--- config.mk ---
export PLATFORM = sky130hd
export DESIGN_NAME = fsb_req_driver
export DESIGN_NICKNAME = d
export VERILOG_FILES = /design/src/rtl/fsb_req_pkg.sv /design/src/rtl/fsb_a20_gate.sv /design/src/rtl/fsb_par_gen.sv /design/src/rtl/fsb_slot_seq.sv /design/src/rtl/fsb_req_driver.sv
export SDC_FILE = /design/constraint.sdc
export NUM_CORES = 1
export LEC_CHECK = 0
export BUFFER_PORTS_ARGS = -buffer_cell sky130_fd_sc_hd__buf_2
export CAP_MARGIN = 20
export CORE_MARGIN = 3
export CORE_UTILIZATION = 45
export DETAILED_ROUTE_END_ITERATION = 7
export PLACE_DENSITY = 0.71
export SLEW_MARGIN = 40
export SYNTH_ARGS = -nofsm -noshare
export SYNTH_HDL_FRONTEND = slang
export SYNTH_HIERARCHICAL = 1
export SYNTH_SLANG_ARGS = --single-unit
--- constraint.sdc ---
create_clock -name clk -period 6.75 [get_ports clk]
set_input_delay 0.3375 -clock clk [delete_from_list [all_inputs] [get_ports clk]]
set_output_delay 0.3375 -clock clk [all_outputs]
set_load 0.01 [all_outputs]
--- src/rtl/fsb_req_pkg.sv ---
package fsb_req_pkg;

    localparam int DEF_ADDR_HI   = 35;
    localparam int DEF_ADDR_LO   = 3;
    localparam int DEF_REQ_W     = 5;
    localparam int DEF_PAR_SPLIT = 24;
    localparam int DEF_MASK_BIT  = 20;

    typedef enum logic [1:0] {
        SLOT_IDLE = 2'd0,
        SLOT_STB  = 2'd1,
        SLOT_TYPE = 2'd2
    } slot_e;

    typedef struct packed {
        logic strobe;
        logic swap;
    } slot_ctl_t;

    function automatic logic even_low(input logic odd_ones);
        return ~odd_ones;
    endfunction

endpackage

--- src/rtl/fsb_a20_gate.sv ---
module fsb_a20_gate #(
    parameter int ADDR_LO  = 3,
    parameter int ADDR_W   = 33,
    parameter int MASK_BIT = 20
) (
    input  logic [ADDR_W-1:0] addr_in,
    input  logic              gate_en,
    output logic [ADDR_W-1:0] addr_out
);
    localparam int MIX = MASK_BIT - ADDR_LO;

    generate
        if (MIX >= 0 && MIX < ADDR_W) begin : g_gate
            always_comb begin
                addr_out = addr_in;
                if (gate_en) begin
                    addr_out[MIX] = 1'b0;
                end
            end
        end else begin : g_pass
            assign addr_out = addr_in;
        end
    endgenerate
endmodule

--- src/rtl/fsb_par_gen.sv ---
module fsb_par_gen
    import fsb_req_pkg::*;
#(
    parameter int ADDR_W   = 33,
    parameter int REQ_W    = 5,
    parameter int SPLIT_IX = 21
) (
    input  logic [ADDR_W-1:0] a_log,
    input  logic [REQ_W-1:0]  rq_log,
    input  logic              swap,
    output logic [1:0]        ap_lvl
);
    logic hi_odd;
    logic lo_odd;

    // Logical ones are low wires, so odd ones means an odd low count.
    assign hi_odd = ^a_log[ADDR_W-1:SPLIT_IX];
    assign lo_odd = ^{a_log[SPLIT_IX-1:0], rq_log};

    generate
        for (genvar k = 0; k < 2; k++) begin : g_bit
            localparam bit HOME_HI = (k == 0);
            assign ap_lvl[k] = even_low((HOME_HI ^ swap) ? hi_odd : lo_odd);
        end
    endgenerate
endmodule

--- src/rtl/fsb_slot_seq.sv ---
module fsb_slot_seq
    import fsb_req_pkg::*;
(
    input  logic  clk,
    input  logic  rst,
    input  logic  in_valid,
    output logic  in_ready,
    output logic  fire,
    output slot_e slot
);
    slot_e slot_nx;

    assign in_ready = (slot != SLOT_STB);
    assign fire     = in_valid && in_ready;

    always_comb begin
        slot_nx = slot;
        unique case (slot)
            SLOT_IDLE: slot_nx = fire ? SLOT_STB : SLOT_IDLE;
            SLOT_STB:  slot_nx = SLOT_TYPE;
            SLOT_TYPE: slot_nx = fire ? SLOT_STB : SLOT_IDLE;
            default:   slot_nx = SLOT_IDLE;
        endcase
    end

    always_ff @(posedge clk) begin
        if (rst) begin
            slot <= SLOT_IDLE;
        end else begin
            slot <= slot_nx;
        end
    end

    assert_stb_then_type_R3: assert property (@(posedge clk) disable iff (rst)
        slot == SLOT_STB |=> slot == SLOT_TYPE);

    assert_fire_starts_R2: assert property (@(posedge clk) disable iff (rst)
        fire |=> slot == SLOT_STB);
endmodule

--- src/rtl/fsb_req_driver.sv ---
module fsb_req_driver
    import fsb_req_pkg::*;
#(
    parameter int ADDR_HI   = DEF_ADDR_HI,
    parameter int ADDR_LO   = DEF_ADDR_LO,
    parameter int REQ_W     = DEF_REQ_W,
    parameter int PAR_SPLIT = DEF_PAR_SPLIT,
    parameter int MASK_BIT  = DEF_MASK_BIT,
    localparam int ADDR_W   = ADDR_HI - ADDR_LO + 1
) (
    input  logic              clk,
    input  logic              rst,
    input  logic              req_valid,
    output logic              req_ready,
    input  logic [ADDR_W-1:0] req_addr,
    input  logic [REQ_W-1:0]  req_type,
    input  logic [ADDR_W-1:0] req_xtype,
    input  logic              a20_mask,
    output logic [ADDR_W-1:0] bus_a_n,
    output logic [REQ_W-1:0]  bus_req_n,
    output logic              bus_ads_n,
    output logic [1:0]        bus_ap_n
);
    localparam int SPLIT_IX = PAR_SPLIT - ADDR_LO;
    localparam int MIX      = MASK_BIT - ADDR_LO;

    slot_e             slot;
    logic              fire;
    logic [ADDR_W-1:0] addr_gated;
    logic [ADDR_W-1:0] xtype_q;
    logic [REQ_W-1:0]  rtype_q;
    logic [ADDR_W-1:0] a_nx;
    logic [REQ_W-1:0]  rq_nx;
    slot_ctl_t         ctl_nx;
    logic [1:0]        ap_lvl;

    fsb_slot_seq i_seq (
        .clk      (clk),
        .rst      (rst),
        .in_valid (req_valid),
        .in_ready (req_ready),
        .fire     (fire),
        .slot     (slot)
    );

    fsb_a20_gate #(
        .ADDR_LO  (ADDR_LO),
        .ADDR_W   (ADDR_W),
        .MASK_BIT (MASK_BIT)
    ) i_gate (
        .addr_in  (req_addr),
        .gate_en  (a20_mask),
        .addr_out (addr_gated)
    );

    // Second-slot word, captured at acceptance.
    always_ff @(posedge clk) begin
        if (rst) begin
            xtype_q <= '0;
            rtype_q <= '0;
        end else if (fire) begin
            xtype_q <= req_xtype;
            rtype_q <= req_type;
        end
    end

    // Logical content of the next slot.
    always_comb begin
        a_nx   = '0;
        rq_nx  = '0;
        ctl_nx = '{strobe: 1'b0, swap: 1'b0};
        if (fire) begin
            a_nx   = addr_gated;
            rq_nx  = req_type;
            ctl_nx = '{strobe: 1'b1, swap: 1'b0};
        end else if (slot == SLOT_STB) begin
            a_nx   = xtype_q;
            rq_nx  = rtype_q;
            ctl_nx = '{strobe: 1'b0, swap: 1'b1};
        end
    end

    fsb_par_gen #(
        .ADDR_W   (ADDR_W),
        .REQ_W    (REQ_W),
        .SPLIT_IX (SPLIT_IX)
    ) i_par (
        .a_log  (a_nx),
        .rq_log (rq_nx),
        .swap   (ctl_nx.swap),
        .ap_lvl (ap_lvl)
    );

    always_ff @(posedge clk) begin
        if (rst) begin
            bus_a_n   <= '1;
            bus_req_n <= '1;
            bus_ads_n <= 1'b1;
            bus_ap_n  <= 2'b11;
        end else begin
            bus_a_n   <= ~a_nx;
            bus_req_n <= ~rq_nx;
            bus_ads_n <= ~ctl_nx.strobe;
            bus_ap_n  <= ap_lvl;
        end
    end

    assert_strobe_single_R2: assert property (@(posedge clk) disable iff (rst)
        !bus_ads_n |=> bus_ads_n);

    assert_ready_low_R4: assert property (@(posedge clk) disable iff (rst)
        !bus_ads_n |-> !req_ready);

    assert_par_first_R5: assert property (@(posedge clk) disable iff (rst)
        !bus_ads_n |->
            (bus_ap_n[0] == (($countones(~bus_a_n[ADDR_W-1:SPLIT_IX]) % 2) == 0)) &&
            (bus_ap_n[1] == ((($countones(~bus_a_n[SPLIT_IX-1:0]) +
                                $countones(~bus_req_n)) % 2) == 0)));

    assert_par_swap_R6: assert property (@(posedge clk) disable iff (rst)
        $past(!bus_ads_n) |->
            (bus_ap_n[1] == (($countones(~bus_a_n[ADDR_W-1:SPLIT_IX]) % 2) == 0)) &&
            (bus_ap_n[0] == ((($countones(~bus_a_n[SPLIT_IX-1:0]) +
                                $countones(~bus_req_n)) % 2) == 0)));

    generate
        if (MIX >= 0 && MIX < ADDR_W) begin : g_mask_chk
            assert_mask_clear_R7: assert property (@(posedge clk) disable iff (rst)
                $past(fire && a20_mask) |-> bus_a_n[MIX]);
        end
    endgenerate

    assert_idle_high_R8: assert property (@(posedge clk) disable iff (rst)
        (bus_ads_n && $past(bus_ads_n)) |->
            ((&bus_a_n) && (&bus_req_n) && (&bus_ap_n)));
endmodule

==> metrics.cfg, run 1 <==
[yosys]
yosysSeqAreaShare_pct = 40.8
ys_ff_latch = 81
synth_fp_nets = 490
ys_types = 22
synth_cells = 415
synth_common_cells = dfxtp_1 (81), nand2_1 (76), a21o_1 (38), nand4bb_1 (38), mux2i_1 (35)
synth_top_area_share_pct = 40.8
yosys_warnings = 6
synth_top_cell_by_area = dfxtp_1
synth-async-reset-ratio_pct = 0
avgSynthCellArea_um2 = 9.57
synth_edf_count = 0
synth.cell_area_um2 = 3970
synth_flop_cell = dfxtp_1
synth.area.top_cells = dfxtp_1 (41%), nand4bb_1 (11%), mux2i_1 (8.8%)
synth_most_common_cell = dfxtp_1

[critical_path]
worstPathRequired_ns = 6.98
endpoint_kind = flop
worstPathMaxFanout = 68
critPathKind = reg -> reg
worstPathArrival_ns = 4.06
reg2regPathDepth = 11
regToRegSetupSlack_ns = 2.92
crit_path_start_kind = flop
reg2reg_from = i_seq/slot[1]
r2r_end = bus_ap_n[1]

[drt]
met3_length_um = 435
wire_per_inst_um = 13.6
antenna_left = 0
wl_um = 8010
first_iter_violations = 104
dr_wl_met2_um = 4010
highest_layer = met4
vias_per_cell = 4.91
wirelength_met1_um = 3460
route.detailed.drc = 0
drtPass1Iterations = 6
vias = 2902

[sta]
setup_viol = 0
relSlewSlack_pct = 54.5
fin_skew_ns = 0.00774
period_minus_slack_ns = 3.83
worst_pin_slew_ns = 0.682
max_freq_ghz = 0.261
slew_viol_final = 0
rsz0062_at_grt = false
finalSetupTns_ns = 0
min_period_over_period_pct = 56.8
hold_viol_final = 0

[clock_tree]
cts_buffers = 9
post_cts_resized = 0
post_cts_buffers = 0
clk_pin_slew_ns = 0.08
clock-sinks = 81
postCtsHoldBufs = 0
clk_latency_ns = 0.34
cts_max_level = 3
cts_tree = built
clock_path_buffers = 2
cts_root_buf = clkbuf_8

[grt]
grt-ovfl-total = 0
track_usage_pct = 16.5
antenna_found_initial = 0
first_global_vias = 2806
grt_max_degree = 82
grt_pass1_wl_um = 13200

[power_and_ir_drop]
power_density_nw_per_um2 = 238
power_leakage_nw = 2.02
vdd_ir_drop_max_mv = 0.107

[run]
maxCapViolCount = 0

[die]
die_h_um = 99.9
design.portCount = 117
core-area_um2 = 8380
die_area_um2 = 9990
fp.dieW_um = 99.9
start_util_pct = 47.4
rows = 33

[placement]
port_buffers = 116
place.gp.congestion = 0.754
hpwl_um = 5450
place_area_um2 = 4290

[hold_path]
whs_endpoint = xtype_q[6]
whs_path_depth = 3
hp-class = in -> reg
hp-start = req_xtype[6]

[final_layout]
utilization_pct = 53.2
nets = 558
final_area_um2 = 4460
n_antenna_cell = 0
post_route_cells_drive_above_1_share_pct = 28.8
syn_to_final_growth_pct = 12.4

[run_status]
run_status = finished clean

## where the power goes
| part | leakage (nW) | switching (mW) | internal, mW |
|---|---|---|---|
| clock | 0.0871 | 0.163 | 0.148 |
| combinational | 1.26 | 0.103 | 0.121 |
| sequential | 0.668 | 0.0184 | 0.508 |
| total | 2.02 | 0.285 | 0.778 |
## per-layer routing
layer	vias up	GRT usage (%)
met4	0	6.30
met1	1334	20.8
met2	71	27.3
met3	7	3.68
li1	1490	-
met5	-	0
## state kept, by name, summed over array words and instances, names as in the netlist
register / cells
bus_a_n: 33
bus_ads_n: 1
bus_ap_n: 2
bus_req_n: 5
i_seq/slot: 2
rtype_q: 5
xtype_q: 33
## worst max-delay path, cell delays in order, from the launching register on
cell       delay [ns]
dfxtp_2          0.74
nand2b_4         0.26
and2_4           0.49
buf_4            0.66
nand4bb_1        0.24
nand2_1          0.08
xor2_1           0.17
xnor2_1          0.28
xnor2_2          0.12
xnor3_1          0.32
mux2i_1          0.07
or2_2            0.28
## through the flow
step	hold slack (ns)	instances	power [mW]	worst slack, ns
after global routing	0.224	591	1.13	2.58
after global placement	0.457	577	0.759	2.62
final	0.230	591	1.06	2.92
after detailed placement	0.466	577	0.765	2.87
after floorplan	0.410	415	0.718	4.31
after CTS	0.206	591	1.08	2.86
## cell usage in the layout, fill, tap and decap left out, drive strengths merged
| cell type | count |
|---|---|
| nor2b | 1 |
| nand2b | 7 |
| clkbuf | 11 |
| clkinv | 2 |
| xor2 | 2 |
| nor2 | 34 |
| dfxtp | 81 |
| a21o | 38 |
| or2 | 2 |
| clkinvlp | 1 |
| nand2 | 76 |
| mux2i | 35 |
| xnor3 | 2 |
| buf | 118 |
| and2 | 1 |
| nand4bb | 38 |
| nor3b | 2 |
| xnor2 | 30 |
| a21oi | 5 |
## worst max path at each step
stage                       end          start  cells after the start  slack (ns)
floorplan           bus_ap_n[0]  i_seq/slot[1]                     11        4.31
global placement    bus_ap_n[0]  i_seq/slot[1]                     11        2.62
detailed placement  bus_ap_n[1]  i_seq/slot[1]                     11        2.87
CTS                 bus_ap_n[1]  i_seq/slot[1]                     11        2.86
global route        bus_ap_n[1]  i_seq/slot[1]                     11        2.58
finish              bus_ap_n[1]  i_seq/slot[1]                     11        2.92
## logic make-up after synthesis
kind of cell / synth area share [%]
AOI/OAI and AO/OA: 7.81
xor gates and xnor gates: 8.38
buffers and inverters: 10.4
DFF: 40.8
muxes: 8.82
and+or+nand+nor: 23.7
## area by class of cell
| type | count | area (um2) |
|---|---|---|
| clock buffers | 11 | 151 |
| clock inverters | 3 | 17.5 |
| fillers | 810 | 3920 |
| multi-input cells | 273 | 1940 |
| flip-flops and latches | 81 | 1630 |
| well taps | 105 | 131 |
| repair buffers | 118 | 599 |
No activity file was read; power rests on OpenSTA's default activity.
==> run 2: changes to the inputs <==
PLACE_DENSITY = 0.74   (was 0.71)
clock period = 3.2 ns   (was 6.75 ns; I/O delays follow)
==> metrics.cfg, run 2 (synthesis results as in run 1) <==
[sta]
fin_skew_ns = 0.00920
period_minus_slack_ns = 2.73
hold_viol_final = 0
finalSetupTns_ns = 0
relSlewSlack_pct = 62.0
rsz0062_at_grt = false
worst_pin_slew_ns = 0.570
setup_viol = 0
min_period_over_period_pct = 85.4
max_freq_ghz = 0.366
slew_viol_final = 0

[grt]
grt-ovfl-total = 0
grt_pass1_wl_um = 13100
track_usage_pct = 16.3
grt_max_degree = 56
antenna_found_initial = 0
first_global_vias = 2803

[power_and_ir_drop]
p_clk_share_pct = 30.1
p_seq_share_pct = 48.4
combPwrFrac_pct = 21.5
power_leakage_nw = 2.04
cell_internal_pwr_mw = 1.66
power_switching_uw = 616
power_density_nw_per_um2 = 503
power_mw = 2.27
vdd_ir_drop_max_mv = 0.216
switching_share_pct = 27.1

[die]
core-area_um2 = 8380
die_area_um2 = 9990
fp.dieW_um = 99.9
die_h_um = 99.9
design.portCount = 117
start_util_pct = 47.4
rows = 33

[run_status]
run_status = finished clean

[drt]
drtPass1Iterations = 4
first_iter_violations = 94
wire_per_inst_um = 13.8
wl_um = 8220
route.detailed.drc = 0
vias = 2923
vias_per_cell = 4.90
antenna_left = 0

[placement]
port_buffers = 116
place.gp.congestion = 0.822
hpwl_um = 5640

[critical_path]
regToRegSetupSlack_ns = 0.47
critPathKind = reg -> reg
crit_path_start_kind = flop
crit_path_end = bus_ap_n[0]
r2r_end = bus_ap_n[0]
reg2regPathDepth = 10
reg2reg_from = i_seq/slot[1]
worstPathArrival_ns = 2.96
worstPathRequired_ns = 3.43
startpoint = i_seq/slot[1]
worstPathMaxFanout = 37
endpoint_kind = flop

[final_layout]
multi_input_area_um2 = 1940
top_regs = bus_a_n (33), xtype_q (33)
mostFrequentLayoutCells = buf_2 (115), dfxtp_1 (80), nand2_1 (76)
syn_to_final_growth_pct = 13.8
final_common_cell = buf_2
n_antenna_cell = 0
seq_area_um2 = 1620
post_route_cells_drive_above_1_share_pct = 29.1
nets = 561
n_fill_cell = 778

[clock_tree]
post_cts_resized = 0
postCtsHoldBufs = 0
cts_max_level = 3
clock-sinks = 81
cts_tree = built
cts_buffers = 9
clk_pin_slew_ns = 0.08
cts_root_buf = clkbuf_8
clock_path_buffers = 2
post_cts_buffers = 0
clk_latency_ns = 0.34

[run]
maxCapViolCount = 0

[hold_path]
hp-class = in -> reg

[run 2: cell count changes in the layout (fill, tap and decap cells not counted)]
cell        delta
buf_12         +2
buf_6          -1
clkinv_2       -1
buf_2          -1
dfxtp_1        +1
clkbuf_1       +1
clkinvlp_4     +2
dfxtp_4        -1
buf_4          +3
[run 2: power groups by stage]
stage / combinational (mW) / clock [mW] / sequential [mW]
5_1_grt: 0.543 / 0.754 / 1.11
6_report: 0.489 / 0.684 / 1.10
3_5_place_dp: 0.495 / 0 / 1.13
4_1_cts: 0.497 / 0.717 / 1.10
3_3_place_gp: 0.486 / 0 / 1.12
2_1_floorplan: 0.380 / 0 / 1.13
[run 2: layout make-up]
type / count / area share, %
Timing Repair Buffer: 121 / 14.3
Sequential cell: 81 / 35.9
Multi-Input combinational cell: 273 / 42.8
Clock inverter: 4 / 0.609
Tap cell: 105 / 2.91
Clock buffer: 12 / 3.43
[run 2: per-stage QoR]
stage	hold WS (ns)	area (um2)	setup WS, ns	util, %	cells
6_report	0.0476	4520	0.466	53.9	596
5_1_grt	0.0408	4520	0.251	53.9	596
4_1_cts	0.0296	4520	0.448	53.9	596
3_5_place_dp	0.407	4340	0.477	51.7	580
3_3_place_gp	0.396	4330	0.529	51.7	580
2_1_floorplan	0.232	3970	0.756	-	415
[run 2: worst max-delay path, stage by stage (launching register included)]
cell       delay, ns
dfxtp_1         0.33
nand2b_4        0.13
and2_4          0.43
nand4bb_1       0.21
nand2_1         0.09
xnor2_1         0.23
xnor2_1         0.15
xnor3_1         0.45
xnor3_1         0.24
mux2i_1         0.07
or2_2           0.27
[run 2: how the worst min path moves through the flow]
stage	startpoint	to	slack, ns	cells past startpoint
finish	req_xtype[6]	xtype_q[6]	0.05	3
global route	req_xtype[10]	xtype_q[10]	0.04	3
CTS	req_xtype[1]	xtype_q[1]	0.03	3
detailed placement	req_xtype[32]	xtype_q[32]	0.41	3
global placement	req_xtype[27]	xtype_q[27]	0.40	3
floorplan	rst	i_seq/slot[1]	0.23	1
[run 2: metal layers]
layer	routed length (um)	GRT usage, %	vias up
li1	-	-	1503
met1	3590	20.4	1334
met2	4030	27.2	72
met3	429	3.20	14
met4	170	7.25	0
met5	0	0	-
==> run 3: changes to the inputs <==
CTS_CLUSTER_SIZE = 12   (was not set)
PLACE_DENSITY = 0.75   (was 0.74)
SYNTH_HIERARCHICAL = not set   (was 1)
==> metrics.cfg, run 3 <==
[grt]
met1_usage_pct = 25.0
grt_max_degree = 54
grt_pass1_wl_um = 13400
met2_usage_pct = 31.0
track_usage_pct = 19.3
antenna_found_initial = 0
grt-ovfl-total = 0
first_global_vias = 2835
busiest_layer = met2
use_met3_pct = 3.93

[run_status]
run_status = finished clean

[clock_tree]
clk_latency_ns = 0.35
cts_max_level = 3
clk_pin_slew_ns = 0.08
cts_buffers = 9
clock_path_buffers = 2
post_cts_resized = 0
postCtsHoldBufs = 0
cts_tree = built
cts_root_buf = clkbuf_8
clock-sinks = 81
post_cts_buffers = 0

[die]
rows = 31
die_area_um2 = 8890
start_util_pct = 47.4
core-area_um2 = 7410
design.portCount = 117
fp.dieW_um = 94.3
die_h_um = 94.3

[placement]
port_buffers = 116
hpwl_um = 6090
place.gp.congestion = 0.825

[critical_path]
cp_top_family = XOR/XNOR gates
critPathSlowestCell = dfxtp_1
endpoint_kind = flop
reg2reg_from = i_seq.slot[1]
worstSetupPathDepth = 8
slowest_delay_ns = 0.55
critPathKind = reg -> reg
crit_buf_inv = 1
reg2regPathDepth = 8
worstPathRequired_ns = 3.48
worstPathMaxFanout = 41
crit_path_cell_trace = nor2b_2, inv_4, a31oi_1, xnor2_1, xnor2_1, xnor3_1, xnor3_1, a21oi_1
crit_path_start_kind = flop
startpoint = i_seq.slot[1]
worstPathArrival_ns = 2.84

[power_and_ir_drop]
vdd_ir_drop_max_mv = 0.299
power_leakage_nw = 1.84
power_density_nw_per_um2 = 533
power_mw = 2.31

[yosys]
synth_edf_count = 0
avgSynthCellArea_um2 = 8.84
synth.cell_area_um2 = 3510
synth_flop_cell = dfxtp_1
synth_top_area_share_pct = 46.2
synth_common_cells = nand2_1 (90), dfxtp_1 (81), a21oi_1 (42)
synth_cells = 397
ys_ff_latch = 81
yosys_warnings = 0
synth-async-reset-ratio_pct = 0
ys_types = 26
synth_fp_nets = 472
synth.area.top_cells = dfxtp_1 (46%), nand2_1 (9.6%), xnor2_1 (9.5%)
yosysSeqAreaShare_pct = 46.2
synth_most_common_cell = nand2_1
synth_top_cell_by_area = dfxtp_1

[final_layout]
n_fill_cell = 693
mostFrequentLayoutCells = buf_2 (115), nand2_1 (90), dfxtp_1 (81)
syn_to_final_growth_pct = 23.4
post_route_cells_drive_above_1_share_pct = 34.0
nets = 576
final_common_cell = buf_2
top_regs = bus_a_n (33), xtype_q (33)
utilization_pct = 58.5
n_antenna_cell = 0

[run]
maxCapViolCount = 0

[sta]
finalSetupTns_ns = 0
max_freq_ghz = 0.390
hold_viol_final = 0
min_period_over_period_pct = 80.0
rsz0062_at_grt = false
fin_skew_ns = 0.00594
setup_viol = 0
slew_viol_final = 0
relSlewSlack_pct = 51.2
period_minus_slack_ns = 2.56
worst_pin_slew_ns = 0.731

[drt]
drtPass1Iterations = 4
wl_um = 8460
route.detailed.drc = 0
vias = 2946
wire_per_inst_um = 14.0
vias_per_cell = 4.87
antenna_left = 0
first_iter_violations = 120

[hold_path]
hp-class = in -> reg
whs_path_depth = 3
hp-start = req_xtype[4]

[run 3: final timing paths]
| kind | to | slack (ns) |
|---|---|---|
| worst max register to register | bus_ap_n[0] | 0.64 |
| worst min register to register | xtype_q[19] | 0.45 |
| worst min-delay path | xtype_q[4] | 0.04 |
| worst max-delay path | bus_ap_n[0] | 0.64 |
[run 3: metal layers]
metal | vias to the layer above | part of all wire (%) | routed length, um
li1 | 1522 | - | -
met3 | 17 | 7.0 | 588
met1 | 1300 | 45 | 3780
met2 | 107 | 46 | 3900
met5 | - | 0 | 0
met4 | 0 | 2.3 | 197
[run 3: area by class of cell]
| class | instances | area, um2 | share of cell area (%) |
|---|---|---|---|
| clock buffer | 10 | 138 | 3.18 |
| timing repair buffer | 124 | 643 | 14.9 |
| tap | 99 | 124 | 2.86 |
| multi-input combinational | 284 | 1740 | 40.2 |
| clock inverter | 6 | 57.6 | 1.33 |
| sequential | 81 | 1620 | 37.4 |
| inverter | 1 | 6.26 | 0.144 |
[run 3: power by group]
group / leakage, nW / internal [mW] / switching, mW
clock: 0.102 / 0.376 / 0.363
sequential: 0.667 / 1.07 / 0.0256
combinational: 1.07 / 0.245 / 0.230
total: 1.84 / 1.69 / 0.619
[run 3: worst register-to-register path, stage by stage, from the launching register on]
cell and delay [ns]:
dfxtp_1 0.55, nor2b_2 0.11, inv_4 0.35, a31oi_1 0.19, xnor2_1 0.23, xnor2_1 0.14
xnor3_1 0.41, xnor3_1 0.38, a21oi_1 0.13
[run 3: kinds of logic after synthesis]
group | count (synthesis) | share of synthesized area [%]
xor+xnor | 45 | 12.4
simple gates | 160 | 23.3
compound gates | 79 | 13.8
buf+inv | 32 | 4.21
flops | 81 | 46.2
[run 3: through the flow]
stage                     cell area [um2]  hold slack (ns)  setup WS (ns)  cells
after floorplan                      3510            0.296          0.982    397
after global placement               4130            0.404          0.701    589
after detailed placement             4130            0.407          0.653    589
after CTS                            4330           0.0391          0.615    605
after global routing                 4330           0.0377          0.390    605
final                                4330           0.0434          0.639    605
